File: src/rtl/rv_subset_dec_pkg.sv
package rv_subset_dec_pkg;

  localparam int OPC_W    = 5;
  localparam int REG_W    = 5;
  localparam int F3_W     = 3;
  localparam int F7_W     = 7;
  localparam int NUM_FMT  = 6;
  localparam int NUM_BR   = 6;
  localparam int NUM_OPS  = NUM_BR + 2;

  // format vector positions
  localparam int FMT_R = 0;
  localparam int FMT_I = 1;
  localparam int FMT_S = 2;
  localparam int FMT_B = 3;
  localparam int FMT_U = 4;
  localparam int FMT_J = 5;

  // op vector positions (branches occupy 0..NUM_BR-1)
  localparam int OP_ADDI = NUM_BR;
  localparam int OP_ADD  = NUM_BR + 1;

  // major opcodes, instr[6:2]
  localparam logic [OPC_W-1:0] OPC_ALU_RR  = 5'b01100;
  localparam logic [OPC_W-1:0] OPC_ALU_IMM = 5'b00100;
  localparam logic [OPC_W-1:0] OPC_LOAD    = 5'b00000;
  localparam logic [OPC_W-1:0] OPC_JMP_REG = 5'b11001;
  localparam logic [OPC_W-1:0] OPC_STORE   = 5'b01000;
  localparam logic [OPC_W-1:0] OPC_BRANCH  = 5'b11000;
  localparam logic [OPC_W-1:0] OPC_UPPER   = 5'b01101;
  localparam logic [OPC_W-1:0] OPC_UPC     = 5'b00101;
  localparam logic [OPC_W-1:0] OPC_JMP     = 5'b11011;

  localparam logic [1:0] BASE_QUAD = 2'b11;

  // funct3 code of the k-th branch flag
  function automatic logic [F3_W-1:0] br_code(input int k);
    logic [F3_W-1:0] c;
    case (k)
      0:       c = 3'b000;
      1:       c = 3'b001;
      2:       c = 3'b100;
      3:       c = 3'b101;
      4:       c = 3'b110;
      default: c = 3'b111;
    endcase
    return c;
  endfunction

endpackage

File: src/rtl/rvd_format_sel.sv
module rvd_format_sel
  import rv_subset_dec_pkg::*;
(
  input  logic [6:0]         opc_full,
  output logic [NUM_FMT-1:0] fmt
);

  logic                is_base;
  logic [OPC_W-1:0]    major;

  assign is_base = (opc_full[1:0] == BASE_QUAD);
  assign major   = opc_full[6:2];

  always_comb begin
    fmt = '0;
    if (is_base) begin
      case (major)
        OPC_ALU_RR:                       fmt[FMT_R] = 1'b1;
        OPC_ALU_IMM, OPC_LOAD,
        OPC_JMP_REG:                      fmt[FMT_I] = 1'b1;
        OPC_STORE:                        fmt[FMT_S] = 1'b1;
        OPC_BRANCH:                       fmt[FMT_B] = 1'b1;
        OPC_UPPER, OPC_UPC:               fmt[FMT_U] = 1'b1;
        OPC_JMP:                          fmt[FMT_J] = 1'b1;
        default:                          fmt        = '0;
      endcase
    end
  end

endmodule

File: src/rtl/rvd_imm_gen.sv
module rvd_imm_gen
  import rv_subset_dec_pkg::*;
#(
  parameter int XLEN = 32
) (
  input  logic [31:0]        instr,
  input  logic [NUM_FMT-1:0] fmt,
  output logic [XLEN-1:0]    imm
);

  localparam int EXT_12 = XLEN - 12;
  localparam int EXT_13 = XLEN - 13;
  localparam int EXT_21 = XLEN - 21;
  localparam int EXT_U  = XLEN - 32;

  logic sgn;
  assign sgn = instr[31];

  logic [XLEN-1:0] imm_i, imm_s, imm_b, imm_u, imm_j;

  assign imm_i = {{EXT_12{sgn}}, instr[31:20]};
  assign imm_s = {{EXT_12{sgn}}, instr[31:25], instr[11:7]};
  assign imm_b = {{EXT_13{sgn}}, instr[31], instr[7], instr[30:25], instr[11:8], 1'b0};
  assign imm_j = {{EXT_21{sgn}}, instr[31], instr[19:12], instr[20], instr[30:21], 1'b0};

  generate
    if (EXT_U > 0) begin : g_u_wide
      assign imm_u = {{EXT_U{sgn}}, instr[31:12], 12'b0};
    end else begin : g_u_exact
      assign imm_u = {instr[31:12], 12'b0};
    end
  endgenerate

  always_comb begin
    imm = '0;
    if (fmt[FMT_I])      imm = imm_i;
    else if (fmt[FMT_S]) imm = imm_s;
    else if (fmt[FMT_B]) imm = imm_b;
    else if (fmt[FMT_U]) imm = imm_u;
    else if (fmt[FMT_J]) imm = imm_j;
  end

endmodule

File: src/rtl/rvd_op_match.sv
module rvd_op_match
  import rv_subset_dec_pkg::*;
(
  input  logic [OPC_W-1:0]   major,
  input  logic [F3_W-1:0]    funct3,
  input  logic [F7_W-1:0]    funct7,
  input  logic [NUM_FMT-1:0] fmt,
  output logic [NUM_OPS-1:0] op
);

  genvar k;
  generate
    for (k = 0; k < NUM_BR; k++) begin : g_branch
      assign op[k] = fmt[FMT_B] && (funct3 == br_code(k));
    end
  endgenerate

  assign op[OP_ADDI] = fmt[FMT_I] && (major == OPC_ALU_IMM) && (funct3 == '0);
  assign op[OP_ADD]  = fmt[FMT_R] && (funct7 == '0) && (funct3 == '0);

endmodule

File: src/rtl/rv_subset_decoder.sv
module rv_subset_decoder
  import rv_subset_dec_pkg::*;
#(
  parameter int XLEN = 32
) (
  input  logic [31:0]        instr,
  output logic [NUM_FMT-1:0] fmt,
  output logic [XLEN-1:0]    imm,
  output logic [REG_W-1:0]   rd,
  output logic [REG_W-1:0]   rs1,
  output logic [REG_W-1:0]   rs2,
  output logic [F3_W-1:0]    funct3,
  output logic [F7_W-1:0]    funct7,
  output logic               rd_vld,
  output logic               rs1_vld,
  output logic               rs2_vld,
  output logic               funct3_vld,
  output logic               funct7_vld,
  output logic [NUM_OPS-1:0] op,
  output logic               illegal
);

  // raw field slices, present for every word
  assign rd     = instr[11:7];
  assign rs1    = instr[19:15];
  assign rs2    = instr[24:20];
  assign funct3 = instr[14:12];
  assign funct7 = instr[31:25];

  rvd_format_sel u_fmt (
    .opc_full (instr[6:0]),
    .fmt      (fmt)
  );

  rvd_imm_gen #(.XLEN(XLEN)) u_imm (
    .instr (instr),
    .fmt   (fmt),
    .imm   (imm)
  );

  rvd_op_match u_match (
    .major  (instr[6:2]),
    .funct3 (funct3),
    .funct7 (funct7),
    .fmt    (fmt),
    .op     (op)
  );

  // field validity follows the format
  assign rs1_vld    = fmt[FMT_R] | fmt[FMT_I] | fmt[FMT_S] | fmt[FMT_B];
  assign rs2_vld    = fmt[FMT_R] | fmt[FMT_S] | fmt[FMT_B];
  assign funct3_vld = rs1_vld;
  assign funct7_vld = fmt[FMT_R];
  assign rd_vld     = fmt[FMT_R] | fmt[FMT_I] | fmt[FMT_U] | fmt[FMT_J];

  assign illegal = ~|op;

endmodule

File: config.mk
export PLATFORM = sky130hd
export DESIGN_NAME = rv_subset_decoder
export DESIGN_NICKNAME = d
export VERILOG_FILES = /design/src/rtl/rv_subset_dec_pkg.sv /design/src/rtl/rvd_format_sel.sv /design/src/rtl/rvd_imm_gen.sv /design/src/rtl/rvd_op_match.sv /design/src/rtl/rv_subset_decoder.sv
export SDC_FILE = /design/constraint.sdc
export NUM_CORES = 1
export LEC_CHECK = 0
export BUFFER_PORTS_ARGS = -buffer_cell sky130_fd_sc_hd__buf_2
export CAP_MARGIN = 20
export CORE_UTILIZATION = 33
export DETAILED_ROUTE_END_ITERATION = 12
export MAX_ROUTING_LAYER = met4
export PLACE_DENSITY = 0.91
export SLEW_MARGIN = 20
export SYNTH_ARGS = -nofsm -noshare
export SYNTH_HDL_FRONTEND = slang
export SYNTH_HIERARCHICAL = 1
export SYNTH_SLANG_ARGS = --single-unit
File: constraint.sdc
create_clock -name vclk -period 3.4
set_clock_uncertainty 0.2 [all_clocks]
set_input_delay 0.68 -clock vclk [all_inputs]
set_output_delay 0.68 -clock vclk [all_outputs]
set_load 0.005 [all_outputs]
==> results.py <==
metrics = {
    "global_route": {
        "grt_usage_pct": 20.1,
        "grt_max_degree": 12,
        "globalRouteMet2Util_pct": 40.3,
        "grt.overflow.total": 0,
        "antenna_found_initial": 0,
        "busiest_layer": "met2",
        "gr-usage-met3_pct": 1.19,
        "grt_pass1_wl_um": 4170,
        "gr-usage-met1_pct": 21.9,
        "grt_pass1_vias": 989,
    },
    "worst_setup_path": {
        "endpoint_kind": "output port",
        "critical_path.max_stage_delay_ps": 380,
        "crit_required_ps": 2520,
        "crit_family": "compound AO/OA/AOI/OAI gates",
        "critPathArrivalTime_ps": 2300,
        "crit_type": "input port to output port",
        "crit_buf_inv": 2,
        "path_common_cell": "buf_2",
        "cp-start-kind": "input port",
        "startpoint": "instr[6]",
        "crit_chain": "buf_2 -> or3_1 -> a211oi_2 -> o21bai_1 -> mux2i_1 -> nor2_1 -> buf_2",
        "crit_path_top_delay_cell": "or3_1",
        "crit_fanout": 6,
    },
    "layout": {
        "nFlopsAndLatches": 0,
        "fillers": 231,
        "antenna_cells": 0,
        "final-seq-area_sq_um": 0,
        "n_clock_buffer": 0,
        "layout.nets": 246,
        "areaGrowthSynthToFinish_pct": 54.1,
        "drive_above_1_share_pct": 59.4,
    },
    "worst_hold_path": {
        "hold_path.class": "input port to output port",
        "worst_hold_startpoint": "instr[16]",
    },
    "placement": {
        "gp_congestion": 0.958,
        "place_hpwl_um": 2340,
        "pre_cts_slack_ps": 234,
        "portBuffers": 109,
    },
    "pwr": {
        "clockPowerShare_pct": 0,
        "leakage_nw": 0.905,
        "p_comb_share_pct": 100.0,
        "p_sw_mw": 0.0412,
        "peakVddDrop_mv": 0.0392,
        "swShare_pct": 50.1,
        "cellPowerDensity_nw_per_um2": 66.3,
        "internal_power_mw": 0.0410,
        "seqPwrFrac_pct": 0,
    },
    "clock_network": {
        "cts_resized": 0,
        "hold_buffers": 0,
        "postCtsSetupRepairBufs": 0,
    },
    "floorplan": {
        "die_h_um": 51.4,
        "die_width_um": 51.4,
        "rows": 17,
        "core_sq_um": 2250,
        "die_area_sq_um": 2640,
        "start_util_pct": 35.7,
        "ioPinCount": 109,
    },
    "logic_synthesis": {
        "ys_seq_area_share_pct": 0,
        "synthTopCellsByArea": "buf_4 (25%), nand2_1 (13%), a21o_1 (7.5%), and2_1 (6.2%), mux2i_1 (5.0%)",
        "synth_largest_area_cell": "buf_4",
        "avgSynthCellArea_sq_um": 6.44,
        "ys_warn_count": 6,
        "syn_area_sq_um": 805,
        "syn-num-nets": 157,
        "synth_top_area_share_pct": 25.2,
        "yosysMostFrequentCell": "nand2_1",
        "netlist_instances": 125,
        "synthTopCellsByCount": "nand2_1 (28), buf_4 (27), nor2_1 (9)",
        "ys_types": 32,
    },
    "drt": {
        "vias_per_cell": 4.91,
        "vias": 1179,
        "wl_per_cell_um": 11.4,
        "drc": 0,
        "drtIter0Drc": 21,
        "wirelength_um": 2730,
        "drtPass1Iterations": 4,
        "ant_nets": 0,
    },
    "timing": {
        "drv_slew": 0,
        "tightest_slew_ps": 631,
        "finalCriticalPeriod_ps": 3180,
        "setup_viol": 0,
        "setup_slack_ps": 223,
        "grt_setup_unrepaired": "no",
        "max_freq_mhz": 315,
        "finalHoldViolCount": 0,
        "min_period_over_period_pct": 93.4,
        "max_slew_margin_pct": 57.6,
        "finalSetupTns_ps": 0,
    },
    "outcome": {
        "outcome": "completed",
    },
    "run": {
        "max_cap_violations": 0,
    },
}
==> power by group through the flow <==
stage               Combinational, mW  Clock [mW]  Sequential [mW]
CTS                            0.0828           0                0
global placement               0.0809           0                0
finish                         0.0822           0                0
global route                   0.0915           0                0
floorplan                      0.0452           0                0
detailed placement             0.0826           0                0
==> path summary, 6_finish.rpt <==
path / endpoint / slack, ps / depth (start not counted)
setup / recovery: imm[2] / 220 / 7
hold / removal: rs1[1] / 1340 / 2
==> placed cells by master, fill, tap and decap left out, types with 2 or more instances in the layout <==
master      n
buf_2     109
nand2_1    28
nor2_1      9
buf_4       8
and2_1      8
a21o_1      8
mux2i_1     4
or4_1       3
nor4_1      3
or3_4       2
or2_1       2
nand4b_1    2
nor4b_1     2
nor3_1      2
nor2b_1     2
nor4b_2     2
nor3b_1     2
==> routing by layer <==
layer,wire length (um),share of wire (%)
met5,0,0
met1,1070,39
met3,237,8.7
met2,1420,52
met4,0,0
==> final cells by class <==
class                           count  area, sq um  area share, %
Multi-Input combinational cell     95          599           48.3
Tap cell                           28         35.0           2.83
Timing Repair Buffer              117          606           48.8
==> metrics by stage <==
step	utilization (%)	area (sq um)	hold WS, ps	instances	total power, mW
4_1_cts	55.0	1240	1340	240	0.0828
6_report	55.0	1240	1340	240	0.0822
3_5_place_dp	55.0	1240	1340	240	0.0826
2_1_floorplan	-	805	1200	125	0.0452
3_3_place_gp	55.0	1240	1340	240	0.0809
5_1_grt	55.0	1240	1340	240	0.0915
==> cell families after synthesis <==
kind of cell	after synthesis	synth area share, %
mux	4	4.98
simple gates	76	54.1
buf+inv	30	27.1
compound gates	15	13.8
Note: power is estimated with default switching activity, not from simulation.
